## src/rtl/cellmon_pkg.sv

```systemverilog
package cellmon_pkg;
  localparam int MV_W   = 16;
  localparam int CODE_W = 6;
  localparam int HYS_NARROW_MV = 100;
  localparam int HYS_WIDE_MV   = 200;
  typedef logic [MV_W-1:0] mv_t;
endpackage

```

## src/rtl/cellmon_thr_decode.sv

```systemverilog
module cellmon_thr_decode
  import cellmon_pkg::*;
#(
  parameter int OV_BASE_MV  = 3550,
  parameter int OV_STEP_MV  = 25,
  parameter int OV_MAX_CODE = 62,
  parameter int UV_BASE_MV  = 1000,
  parameter int UV_STEP_MV  = 50,
  parameter int UV_MAX_CODE = 50
) (
  input  logic [CODE_W-1:0] ov_code,
  input  logic              ov_hys_sel,
  input  logic [CODE_W-1:0] uv_code,
  input  logic              uv_hys_sel,
  output mv_t               ov_set_mv,
  output mv_t               ov_clr_mv,
  output mv_t               uv_set_mv,
  output mv_t               uv_clr_mv
);
  localparam logic [CODE_W-1:0] OV_LIM = CODE_W'(OV_MAX_CODE);
  localparam logic [CODE_W-1:0] UV_LIM = CODE_W'(UV_MAX_CODE);
  localparam mv_t HYS_N = MV_W'(HYS_NARROW_MV);
  localparam mv_t HYS_W = MV_W'(HYS_WIDE_MV);

  logic [CODE_W-1:0] ov_idx, uv_idx;
  mv_t ov_hys, uv_hys;

  always_comb begin
    ov_idx    = (ov_code > OV_LIM) ? OV_LIM : ov_code;
    uv_idx    = (uv_code > UV_LIM) ? UV_LIM : uv_code;
    ov_hys    = ov_hys_sel ? HYS_W : HYS_N;
    uv_hys    = uv_hys_sel ? HYS_W : HYS_N;
    ov_set_mv = MV_W'(OV_BASE_MV) + MV_W'(OV_STEP_MV) * MV_W'(ov_idx);
    uv_set_mv = MV_W'(UV_BASE_MV) + MV_W'(UV_STEP_MV) * MV_W'(uv_idx);
    ov_clr_mv = ov_set_mv - ov_hys;
    uv_clr_mv = uv_set_mv + uv_hys;
  end
endmodule

```

## src/rtl/cellmon_ow_sched.sv

```systemverilog
module cellmon_ow_sched #(
  parameter int PERIOD_CYC = 128000,
  parameter int WIDTH_CYC  = 128
) (
  input  logic clk,
  input  logic rst_n,
  output logic window
);
  localparam int CW = (PERIOD_CYC > 1) ? $clog2(PERIOD_CYC) : 1;
  localparam logic [CW-1:0] LAST = CW'(PERIOD_CYC - 1);
  localparam logic [CW-1:0] WID  = CW'(WIDTH_CYC);

  logic [CW-1:0] phase;

  always_ff @(posedge clk or negedge rst_n) begin
    if (!rst_n)             phase <= '0;
    else if (phase == LAST) phase <= '0;
    else                    phase <= phase + 1'b1;
  end

  assign window = (phase < WID);

  AST_WIN_REOPEN: assert property (@(posedge clk) disable iff (!rst_n)
    (phase == LAST) |=> window) else $error("window did not reopen");
endmodule

```

## src/rtl/cellmon_cell_slice.sv

```systemverilog
module cellmon_cell_slice
  import cellmon_pkg::*;
#(
  parameter bit IS_LOW    = 1'b0,
  parameter int OW_UP_MV  = 200,
  parameter int OW_LO_MV  = 500,
  parameter int OW_HYS_MV = 100,
  parameter int UV_MIN_MV = 500
) (
  input  logic clk,
  input  logic rst_n,
  input  logic upd,
  input  logic ow_sample,
  input  logic ow_en,
  input  logic active,
  input  mv_t  v,
  input  mv_t  v_below,
  input  mv_t  ov_set_mv,
  input  mv_t  ov_clr_mv,
  input  mv_t  uv_set_mv,
  input  mv_t  uv_clr_mv,
  output logic ov_q,
  output logic uv_q,
  output logic ow_q,
  output logic ov_d,
  output logic uv_d,
  output logic ow_d
);
  localparam int DW = MV_W + 2;
  // bottom cell compares against ground: v < LO  <=>  (0 - v) > -LO
  localparam logic signed [DW-1:0] OW_SET_LIM =
    DW'(IS_LOW ? -OW_LO_MV : OW_UP_MV);
  localparam logic signed [DW-1:0] OW_CLR_LIM =
    DW'(IS_LOW ? -(OW_LO_MV + OW_HYS_MV) : (OW_UP_MV - OW_HYS_MV));
  localparam mv_t UV_FLOOR = MV_W'(UV_MIN_MV);

  logic signed [DW-1:0] drop;
  assign drop = $signed({2'b00, v_below}) - $signed({2'b00, v});

  always_comb begin
    ov_d = ov_q;
    uv_d = uv_q;
    ow_d = ow_q;
    if (upd) begin
      if (!active) begin
        ov_d = 1'b0;
        uv_d = 1'b0;
        ow_d = 1'b0;
      end else begin
        if (v > ov_set_mv)      ov_d = 1'b1;
        else if (v < ov_clr_mv) ov_d = 1'b0;

        if (v < UV_FLOOR)       uv_d = 1'b0;
        else if (v < uv_set_mv) uv_d = 1'b1;
        else if (v > uv_clr_mv) uv_d = 1'b0;

        if (!ow_en)             ow_d = 1'b0;
        else if (ow_sample) begin
          if (drop > OW_SET_LIM)      ow_d = 1'b1;
          else if (drop < OW_CLR_LIM) ow_d = 1'b0;
        end
      end
    end
  end

  always_ff @(posedge clk or negedge rst_n) begin
    if (!rst_n) begin
      ov_q <= 1'b0;
      uv_q <= 1'b0;
      ow_q <= 1'b0;
    end else begin
      ov_q <= ov_d;
      uv_q <= uv_d;
      ow_q <= ow_d;
    end
  end

  AST_OV_SET: assert property (@(posedge clk) disable iff (!rst_n)
    (upd && active && v > ov_set_mv) |=> ov_q) else $error("ov not set");
  AST_OV_CLR: assert property (@(posedge clk) disable iff (!rst_n)
    (upd && active && v < ov_clr_mv) |=> !ov_q) else $error("ov not cleared");
  AST_UV_FLOOR: assert property (@(posedge clk) disable iff (!rst_n)
    (upd && v < UV_FLOOR) |=> !uv_q) else $error("uv below floor");
  AST_IDLE_CELL: assert property (@(posedge clk) disable iff (!rst_n)
    (upd && !active) |=> (!ov_q && !uv_q && !ow_q)) else $error("ignored cell flagged");
  AST_OW_OFF: assert property (@(posedge clk) disable iff (!rst_n)
    (upd && !ow_en) |=> !ow_q) else $error("ow while disabled");
  AST_HOLD: assert property (@(posedge clk) disable iff (!rst_n)
    !upd |=> $stable({ov_q, uv_q, ow_q})) else $error("flag moved without sample");
  AST_OW_WINDOW: assert property (@(posedge clk) disable iff (!rst_n)
    (upd && active && ow_en && !ow_sample) |=> $stable(ow_q)) else $error("ow outside window");
endmodule

```

## src/rtl/cell_fault_classifier.sv

```systemverilog
module cell_fault_classifier
  import cellmon_pkg::*;
#(
  parameter int NCELLS        = 16,
  parameter int MIN_CELLS     = 3,
  parameter int OW_PERIOD_CYC = 128000,
  parameter int OW_WIDTH_CYC  = 128,
  parameter int OW_UP_MV      = 200,
  parameter int OW_LO_MV      = 500,
  parameter int OW_HYS_MV     = 100,
  parameter int UV_MIN_MV     = 500,
  localparam int CNT_W        = $clog2(NCELLS + 1)
) (
  input  logic                   clk,
  input  logic                   rst_n,
  input  logic                   in_valid,
  output logic                   in_ready,
  input  logic [NCELLS*MV_W-1:0] cell_mv,
  input  logic [CNT_W-1:0]       cell_count,
  input  logic [CODE_W-1:0]      ov_code,
  input  logic                   ov_hys_sel,
  input  logic [CODE_W-1:0]      uv_code,
  input  logic                   uv_hys_sel,
  input  logic                   ow_en,
  output logic                   ow_window,
  output logic [NCELLS-1:0]      ov_cell,
  output logic [NCELLS-1:0]      uv_cell,
  output logic [NCELLS-1:0]      ow_cell,
  output logic                   ov_any,
  output logic                   uv_any,
  output logic                   ow_any
);
  localparam logic [CNT_W-1:0] CNT_LO = CNT_W'(MIN_CELLS);
  localparam logic [CNT_W-1:0] CNT_HI = CNT_W'(NCELLS);

  mv_t ov_set_mv, ov_clr_mv, uv_set_mv, uv_clr_mv;
  logic [CNT_W-1:0]  eff_count;
  logic [NCELLS-1:0] active;
  logic [NCELLS-1:0] ov_nxt, uv_nxt, ow_nxt;
  logic              ow_sample;

  assign in_ready  = 1'b1;
  assign ow_sample = in_valid && ow_window;

  always_comb begin
    if (cell_count < CNT_LO)      eff_count = CNT_LO;
    else if (cell_count > CNT_HI) eff_count = CNT_HI;
    else                          eff_count = cell_count;
  end

  cellmon_thr_decode i_thr (
    .ov_code   (ov_code),
    .ov_hys_sel(ov_hys_sel),
    .uv_code   (uv_code),
    .uv_hys_sel(uv_hys_sel),
    .ov_set_mv (ov_set_mv),
    .ov_clr_mv (ov_clr_mv),
    .uv_set_mv (uv_set_mv),
    .uv_clr_mv (uv_clr_mv)
  );

  cellmon_ow_sched #(
    .PERIOD_CYC(OW_PERIOD_CYC),
    .WIDTH_CYC (OW_WIDTH_CYC)
  ) i_sched (
    .clk   (clk),
    .rst_n (rst_n),
    .window(ow_window)
  );

  for (genvar i = 0; i < NCELLS; i++) begin : g_cell
    mv_t v_here, v_under;
    assign v_here    = cell_mv[i*MV_W +: MV_W];
    assign active[i] = (CNT_W'(i) < eff_count);
    if (i == 0) begin : g_bottom
      assign v_under = '0;
    end else begin : g_upper
      assign v_under = cell_mv[(i-1)*MV_W +: MV_W];
    end

    cellmon_cell_slice #(
      .IS_LOW   (i == 0),
      .OW_UP_MV (OW_UP_MV),
      .OW_LO_MV (OW_LO_MV),
      .OW_HYS_MV(OW_HYS_MV),
      .UV_MIN_MV(UV_MIN_MV)
    ) i_slice (
      .clk      (clk),
      .rst_n    (rst_n),
      .upd      (in_valid),
      .ow_sample(ow_sample),
      .ow_en    (ow_en),
      .active   (active[i]),
      .v        (v_here),
      .v_below  (v_under),
      .ov_set_mv(ov_set_mv),
      .ov_clr_mv(ov_clr_mv),
      .uv_set_mv(uv_set_mv),
      .uv_clr_mv(uv_clr_mv),
      .ov_q     (ov_cell[i]),
      .uv_q     (uv_cell[i]),
      .ow_q     (ow_cell[i]),
      .ov_d     (ov_nxt[i]),
      .uv_d     (uv_nxt[i]),
      .ow_d     (ow_nxt[i])
    );
  end

  always_ff @(posedge clk or negedge rst_n) begin
    if (!rst_n) begin
      ov_any <= 1'b0;
      uv_any <= 1'b0;
      ow_any <= 1'b0;
    end else begin
      ov_any <= |ov_nxt;
      uv_any <= |uv_nxt;
      ow_any <= |ow_nxt;
    end
  end

  AST_OV_ANY: assert property (@(posedge clk) disable iff (!rst_n)
    ov_any == (|ov_cell)) else $error("ov_any mismatch");
  AST_UV_ANY: assert property (@(posedge clk) disable iff (!rst_n)
    uv_any == (|uv_cell)) else $error("uv_any mismatch");
  AST_OW_ANY: assert property (@(posedge clk) disable iff (!rst_n)
    ow_any == (|ow_cell)) else $error("ow_any mismatch");
endmodule

```

## config.mk

```make
export PLATFORM = sky130hd
export DESIGN_NAME = cell_fault_classifier
export DESIGN_NICKNAME = d
export VERILOG_FILES = /design/src/rtl/cellmon_pkg.sv /design/src/rtl/cellmon_thr_decode.sv /design/src/rtl/cellmon_ow_sched.sv /design/src/rtl/cellmon_cell_slice.sv /design/src/rtl/cell_fault_classifier.sv
export SDC_FILE = /design/constraint.sdc
export NUM_CORES = 2
export LEC_CHECK = 0
export ABC_AREA = 1
export BUFFER_PORTS_ARGS = -buffer_cell sky130_fd_sc_hd__clkbuf_2
export CORE_ASPECT_RATIO = 2
export CORE_MARGIN = 1.5
export CORE_UTILIZATION = 34
export CTS_BUF_LIST = sky130_fd_sc_hd__clkbuf_8
export CTS_CLUSTER_SIZE = 30
export DETAILED_ROUTE_END_ITERATION = 8
export HOLD_SLACK_MARGIN = 0.15
export PLACE_DENSITY_LB_ADDON = 0.12
export SETUP_SLACK_MARGIN = 0.2
export SLEW_MARGIN = 5
export SYNTH_ARGS = -nofsm -noshare
export SYNTH_HDL_FRONTEND = slang
export SYNTH_SLANG_ARGS = --single-unit
export TNS_END_PERCENT = 30
```

## constraint.sdc

```tcl
create_clock -name clk -period 6.4 [get_ports clk]
set_clock_uncertainty 0.15 [all_clocks]
set_input_delay 0.96 -clock clk [delete_from_list [all_inputs] [get_ports clk]]
set_output_delay 0.96 -clock clk [all_outputs]
set_load 0.01 [all_outputs]
```

=== Word-level counts from Yosys, hierarchy flattened ===
Cells that the tools add are included.

* ROM bits: 0
* Word-level logic and storage cells: 460
* Latch bits: 0
* Memories kept: 0
* Register bits: 68
* Input port bits: 279
* Bits in writable memories: 0
* Output and inout port bits: 53

* Divide/modulo/power cells: 0
* Bitwise gates (word level): 0
* Shifts and indexed selects: 0
* Magnitude comparators: 133
* Reductions and logical operators: 4
* Add/subtract/negate cells: 21
* Multipliers: 2
* Equality and inequality tests: 1
* Muxes and demuxes: 247

{| class="wikitable"
|+ Operators by type and width
! cell !! count
|-
| 18-bit by 9-bit > comparator with 1-bit output, second input constant || 15
|-
| 18-bit by 8-bit < comparator with 1-bit output, second input constant || 15
|-
| 16-bit by 13-bit > comparator with 1-bit output || 16
|-
| 16-bit > comparator || 16
|-
| 16-bit by 13-bit < comparator with 1-bit output || 16
|-
| 16-bit < comparator || 16
|-
| 16-bit by 9-bit < comparator with 1-bit output, second input constant || 16
|-
| 16-bit by 16-bit subtractor with 17-bit output || 15
|-
| 1-bit two-way mux || 240
|-
| 16-bit OR reduction || 3
|-
| 4-bit by 5-bit < comparator with 1-bit output, first input constant || 8
|-
| 5-bit by 6-bit multiplier with 11-bit output, first input constant || 2
|-
| 3-bit by 5-bit < comparator with 1-bit output, first input constant || 4
|-
| 18-bit by 10-bit > comparator with 1-bit output, second input constant || 1
|-
| 18-bit by 11-bit < comparator with 1-bit output, second input constant || 1
|-
| 17-bit by 1-bit adder with 17-bit output, second input constant || 1
|-
| 17-bit equality test, second input constant || 1
|-
| 17-bit by 8-bit < comparator with 1-bit output, second input constant || 1
|-
| 17-bit two-way mux || 1
|-
| 1-bit by 16-bit subtractor with 17-bit output, first input constant || 1
|-
| 16-bit adder || 1
|-
| 8-bit two-way mux || 2
|-
| 16-bit subtractor || 1
|-
| 10-bit by 12-bit adder with 13-bit output, first input constant || 1
|-
| other kinds (9) || 14
|}

=== Depth between registers and ports, before layout ===
* Depth after elaboration: 12
* Depth in mapped cells: 39
* Depth with buffers taken out: 37

=== By module ===
From an unflattened synthesis, not the netlist that was laid out.

* Cell total of the unflattened synthesis: 8666
* Area, all modules: 50081.8 µm²

{| class="wikitable"
|+ Modules (own cells, without submodules)
! module !! sequential area each (µm²) !! area each (µm²) !! times used !! cells each
|-
| cellmon_cell_slice (g_cell[15].i_slice ...) || 75.1 || 2930.3 || 8 || 511
|-
| cellmon_cell_slice (g_cell[10].i_slice ...) || 75.1 || 2827.7 || 6 || 490
|-
| cellmon_cell_slice (g_cell[0].i_slice) || 75.1 || 3032.9 || 1 || 542
|-
| cellmon_cell_slice (g_cell[14].i_slice) || 75.1 || 2975.4 || 1 || 522
|-
| cellmon_thr_decode || 0.0 || 2220.9 || 1 || 339
|-
| cellmon_ow_sched || 425.4 || 1017.2 || 1 || 144
|-
| cell_fault_classifier || 75.1 || 426.7 || 1 || 91
|}

=== Worst setup path before layout ===
No wires, ideal clock.

* Path type: input to register
* Start point: input uv_code[1]
* End point: register uv_any
* Data arrival time: 7334 ps
* Buffers on the path: 2
* Library setup time: 65 ps
* Cell stages on the path: 32
* Data required time: 6185 ps
* Path slack: -1148 ps
* Cell sequence: buf_4 > nand2_2 > a21oi_1 > nor2_2 > clkbuf_1 > ha_1 > ha_1 > ha_1 > fa_1 > nor3_1 > nor2_1 > nor2_1 > inv_1 > ha_1 > a21oi_1 > or2_2 > nor3_1 > xor2_1 > ha_1 > nand4_1 > or2_2 > a2111oi_0 > nand4_1 > nand2_1 > nand2_1 > nand2_1 > nand2_1 > nand2_1 > nor2_1 > nand2_1 > nor2_1 > nand2_1

* Cells in the longest elaborated chain, start to end: 12
* Elaborated cells between the ends (all ways): 118
* Classes of those cells: add/sub (2); mul (1); order compare (33); mux (81); reduce/logical (1)

{| class="wikitable"
|+ Ends and longest elaborated chain
! element !! line !! text
|-
| start, declared || cell_fault_classifier.sv:22 || <nowiki>input logic [CODE_W-1:0] uv_code,</nowiki>
|-
| 6-bit > comparator || cellmon_thr_decode.sv:30 || <nowiki>uv_idx = (uv_code > UV_LIM) ? UV_LIM : uv_code;</nowiki>
|-
| 6-bit two-way mux * || cellmon_thr_decode.sv:30 ||
|-
| 5-bit by 6-bit multiplier with 11-bit output * || cellmon_thr_decode.sv:34 || <nowiki>uv_set_mv = MV_W'(UV_BASE_MV) + MV_W'(UV_STEP_MV) * MV_W'(uv_idx);</nowiki>
|-
| 10-bit by 12-bit adder with 13-bit output * || cellmon_thr_decode.sv:34 ||
|-
| 16-bit adder || cellmon_thr_decode.sv:36 || <nowiki>uv_clr_mv = uv_set_mv + uv_hys;</nowiki>
|-
| 16-bit > comparator || cellmon_cell_slice.sv:55 || <nowiki>else if (v > uv_clr_mv) uv_d = 1'b0;</nowiki>
|-
| 1-bit two-way mux || cellmon_cell_slice.sv:55 ||
|-
| 1-bit two-way mux * || cellmon_cell_slice.sv:54 || <nowiki>else if (v < uv_set_mv) uv_d = 1'b1;</nowiki>
|-
| 1-bit two-way mux * || cellmon_cell_slice.sv:53 || <nowiki>if (v < UV_FLOOR) uv_d = 1'b0;</nowiki>
|-
| 1-bit two-way mux * || cellmon_cell_slice.sv:45 || <nowiki>if (!active) begin</nowiki>
|-
| 1-bit two-way mux * || cellmon_cell_slice.sv:44 || <nowiki>if (upd) begin</nowiki>
|-
| named net g_cell[12].i_slice.uv_d || cellmon_cell_slice.sv:26 || <nowiki>output logic uv_d,</nowiki>
|-
| 16-bit OR reduction * || cell_fault_classifier.sv:116 || <nowiki>uv_any <= |uv_nxt;</nowiki>
|-
| end signal, assigned || cell_fault_classifier.sv:116 ||
|-
| end, declared || cell_fault_classifier.sv:30 || <nowiki>output logic uv_any,</nowiki>
|}

Mark *: on every way through the listed nets, which the timed path passes. The rest lies on a longest branch.

=== Final worst setup path ===
* Start point: input ov_code[2]
* End point: register ov_any

* Cells in the longest elaborated chain, start to end: 11
* Elaborated cells between the ends (all ways): 102
* Classes of those cells: add/sub (2); mul (1); order compare (33); mux (65); reduce/logical (1)

{| class="wikitable"
|+ Ends and longest elaborated chain
! element !! line !! text
|-
| start, declared || cell_fault_classifier.sv:20 || <nowiki>input logic [CODE_W-1:0] ov_code,</nowiki>
|-
| 6-bit > comparator || cellmon_thr_decode.sv:29 || <nowiki>ov_idx = (ov_code > OV_LIM) ? OV_LIM : ov_code;</nowiki>
|-
| 6-bit two-way mux * || cellmon_thr_decode.sv:29 ||
|-
| 5-bit by 6-bit multiplier with 11-bit output * || cellmon_thr_decode.sv:33 || <nowiki>ov_set_mv = MV_W'(OV_BASE_MV) + MV_W'(OV_STEP_MV) * MV_W'(ov_idx);</nowiki>
|-
| 12-bit by 11-bit adder with 13-bit output * || cellmon_thr_decode.sv:33 ||
|-
| 16-bit subtractor || cellmon_thr_decode.sv:35 || <nowiki>ov_clr_mv = ov_set_mv - ov_hys;</nowiki>
|-
| 16-bit < comparator || cellmon_cell_slice.sv:51 || <nowiki>else if (v < ov_clr_mv) ov_d = 1'b0;</nowiki>
|-
| 1-bit two-way mux || cellmon_cell_slice.sv:51 ||
|-
| 1-bit two-way mux * || cellmon_cell_slice.sv:50 || <nowiki>if (v > ov_set_mv) ov_d = 1'b1;</nowiki>
|-
| 1-bit two-way mux * || cellmon_cell_slice.sv:45 ||
|-
| 1-bit two-way mux * || cellmon_cell_slice.sv:44 ||
|-
| named net g_cell[12].i_slice.ov_d || cellmon_cell_slice.sv:25 || <nowiki>output logic ov_d,</nowiki>
|-
| 16-bit OR reduction * || cell_fault_classifier.sv:115 || <nowiki>ov_any <= |ov_nxt;</nowiki>
|-
| end signal, assigned || cell_fault_classifier.sv:115 ||
|-
| end, declared || cell_fault_classifier.sv:29 || <nowiki>output logic ov_any,</nowiki>
|}

Marks and branches as above.

==> implementation parameters <==
Parameter                              Value

Run status
  Status ... finished clean

Final layout
  Total non-filler cell area in the finished layout ... 0.0417 mm^2
  Fraction of layout cells with a size suffix above 1 ... 11.3%
  Top library cells by usage in the layout, fill and taps aside ... sky130_fd_sc_hd__nand2_1 (1,157), sky130_fd_sc_hd__ha_1 (1,016), sky130_fd_sc_hd__inv_1 (734)
  Final Non-Filler Cells ... 7,261
  Number of nets in the finished design ... 7,212
  Area Overhead vs Synth ... 16.0%
  Most common cell after layout, fill and taps aside ... sky130_fd_sc_hd__nand2_1

Setup path
  Worst R2R Setup Slack ... 2.42 ns
  Most frequent cell on the critical path ... sky130_fd_sc_hd__ha_1
  WP data arrival ... 6.15 ns
  Critical path's largest stage delay ... 0.36 ns
  Top fanout value on the critical path ... 6
  Timing endpoint of the critical path ... ov_any
  Worst setup startpoint ... ov_code[2]
  Worst flop-to-flop path startpoint ... i_sched.phase[11]
  Crit-path slowest cell ... sky130_fd_sc_hd__fa_2
  Critical path capture point type ... register
  Setup CP Type ... input port to register
  Crit Reg-Reg Endpoint ... ow_any
  Critical Path RT ... 6.60 ns
  Depth of the worst register-to-register path ... 15
  Critical path startpoint category ... input port

Placed design
  Detailed placer's ending HPWL ... 144,000 um
  Count of buffers inserted at the top-level ports ... 330
  Area of placed instances ... 0.0412 mm^2
  Routability cong. ... 0.944
  Number of placed instances with taps included ... 7,225

Global route
  Vias in the first global route ... 40,593
  Number of antenna violations at the first check in global routing ... 19
  Pin count of the biggest net entering global routing ... 58
  Remaining Overflow, GRT ... 0
  Global-route wire length before repair ... 260,000 um
  Total Routing Usage GR ... 33.1%

STA
  Remaining max-slew budget at the tightest pin ... 18.3%
  Maximum clock frequency ... 168 MHz
  Final worst path period share ... 92.9%
  Measured slew at the worst slew-check pin ... 1.22 ns
  Final slew viol count ... 0
  Final min period ... 5.95 ns
  Number of setup violations in the final report ... 0
  Setup repair after global routing missed its margin ... yes
  Count of endpoints failing hold in the final timing report ... 0

Clock tree
  Clock-pin slew on the worst setup and hold paths ... 0.11 ns
  CTS buffer count ... 9
  H-tree levels ... 3
  TritonCTS clock tree ... done
  Clock Tree Root ... sky130_fd_sc_hd__clkbuf_8
  Maximum count of clock buffers along a single path ... 2
  Number of clock sinks ... 68
  Worst-Skew Late Latency ... 0.46 ns
  Number of buffers inserted by hold repair at cts ... 0

Routing
  DR DRC count ... 0
  Aggregate routed wire length ... 182,000 um
  Detail Route Antenna Nets ... 0
  Wire per inst ... 25.1 um
  Total vias in the final route ... 40,984
  Pre-Repair DR Iteration Count ... 6
  Routed vias/inst ... 5.64
  Number of DRC markers in iteration 0 ... 2,392

Pwr
  Leak ... 22.4 nW
  Highest ir drop seen on vdd ... 0.000237 V
  Power density cells ... 266 mW/mm^2

Logic synthesis
  Number of cells produced by synthesis ... 5,375
  Post-Syn Area ... 0.0360 mm^2
  Async set-or-reset flop fraction in the synthesized netlist ... 100%
  Register bit total from synthesis ... 68
  Distinct cells, synth ... 61
  Count of flip-flops with a built-in enable after synthesis ... 0
  Most area-hungry cell type in the Yosys netlist ... sky130_fd_sc_hd__ha_1
  Count of warnings emitted by yosys ... 0
  Part of the Yosys area used for sequential elements ... 4.73%
  Main synth FF type ... sky130_fd_sc_hd__dfrtp_1
  Synthesized area per cell ... 6.69 um^2
  Top post-synthesis cells by area ... sky130_fd_sc_hd__ha_1 (36%), sky130_fd_sc_hd__nand2_1 (12%), sky130_fd_sc_hd__a21oi_1 (8.0%)
  Area fraction of the dominant cell type after synthesis ... 35.7%

Run
  Max capacitance violation total ... 0

Hold path
  Worst hold path class ... input port to asynchronous set/reset pin

Floorplan
  FP Rows ... 168
  Die boundary height ... 463 um
  Area of the die ... 0.108 mm^2
  Horizontal die dimension ... 233 um
  I/O pin cnt ... 332
  Core area ... 0.105 mm^2
  Initial core utilization ... 34.3%
==> sequential cells by signal (all words and copies together), names as in the netlist <==
name                 count
g_cell.i_slice.ov_q     16
g_cell.i_slice.ow_q     16
g_cell.i_slice.uv_q     16
i_sched.phase           17
ov_any                   1
ow_any                   1
uv_any                   1
==> worst max-delay path, delay by kind of cell <==
family,cells,cell delay [ns]
fa+ha+maj,6,1.60
buf+inv,10,1.09
xor+xnor,2,0.35
compound gates,7,1.12
simple gates,9,1.04
==> area by class of cell <==
class / instances / area (um^2)
Antenna cell: 10 / 25.0
Clock inverter: 7 / 51.3
Tap cell: 1360 / 1700
Timing Repair Buffer: 520 / 3430
Multi-Input combinational cell: 4546 / 31900
Sequential cell: 68 / 1700
Fill cell: 11331 / 63200
Clock buffer: 9 / 124
Inverter: 741 / 2780
==> report_power, final <==
part           switching [W]  internal [W]  leakage (nW)
clock               0.000253      0.000141        0.0857
combinational        0.00640       0.00381          21.5
sequential         0.0000423      0.000457         0.878
==> per-layer routing <==
metal / routed length, um / GRT usage, % / vias to the layer above
met2: 88200 / 58.4 / 1427
li1: - / - / 19718
met1: 68000 / 35.2 / 19224
met3: 10100 / 5.02 / 597
met5: 121 / 0 / -
met4: 15900 / 24.0 / 18
==> how the worst min path moves through the flow <==
stage | endpoint | slack [ns]
global route | ow_any | 0.21
global placement | i_sched.phase[0] | 0.30
CTS | ow_any | 0.18
finish | g_cell[13].i_slice.uv_q | 0.21
detailed placement | i_sched.phase[0] | 0.30
floorplan | i_sched.phase[0] | 0.28
==> repair_timing <==
item                       in CTS  in global routing
resized for setup               0                 50
setup endpoints to repair       0                  6
setup buffers                   0                  9
==> cells in the mapped netlist, drive strengths merged (13+ instances only) <==
cell	count
inv	740
a21oi	574
o221ai	36
nand4	119
buf	56
o31ai	27
nor2	312
xnor2	63
nand3	241
nor4	27
nand3b	30
dfrtp	68
o21bai	50
o2111ai	25
ha	1026
nor3	122
nand2	1176
a221oi	17
o21a	20
a22o	14
clkbuf	28
o211ai	77
a31oi	23
a21o	16
or2	21
o21ai	200
xor2	138
fa	21
a2111oi	13
a211oi	39
==> stage by stage <==
stage                     utilization, %  setup slack [ns]  TNS, ns  hold WS (ns)  power (W)
after floorplan                        -             0.198        0         0.283    0.00612
after global placement              39.3            -0.192   -0.350         0.299     0.0102
after detailed placement            39.3            -0.296   -0.516         0.300     0.0104
after CTS                           39.4             0.208        0         0.180     0.0108
after global routing                39.7             0.118        0         0.211     0.0121
final                               39.8             0.453        0         0.212     0.0111
==> cells by family after synthesis <==
| logic type | synth area share [%] |
|---|---|
| AOI/OAI and AO/OA | 19.4 |
| and+or+nand+nor | 24.8 |
| buffers and inverters | 9.21 |
| other | 0.0104 |
| adders and majority gates | 36.9 |
| xor gates and xnor gates | 4.97 |
| DFF | 4.73 |
Note: power is estimated with default switching activity, not from simulation.
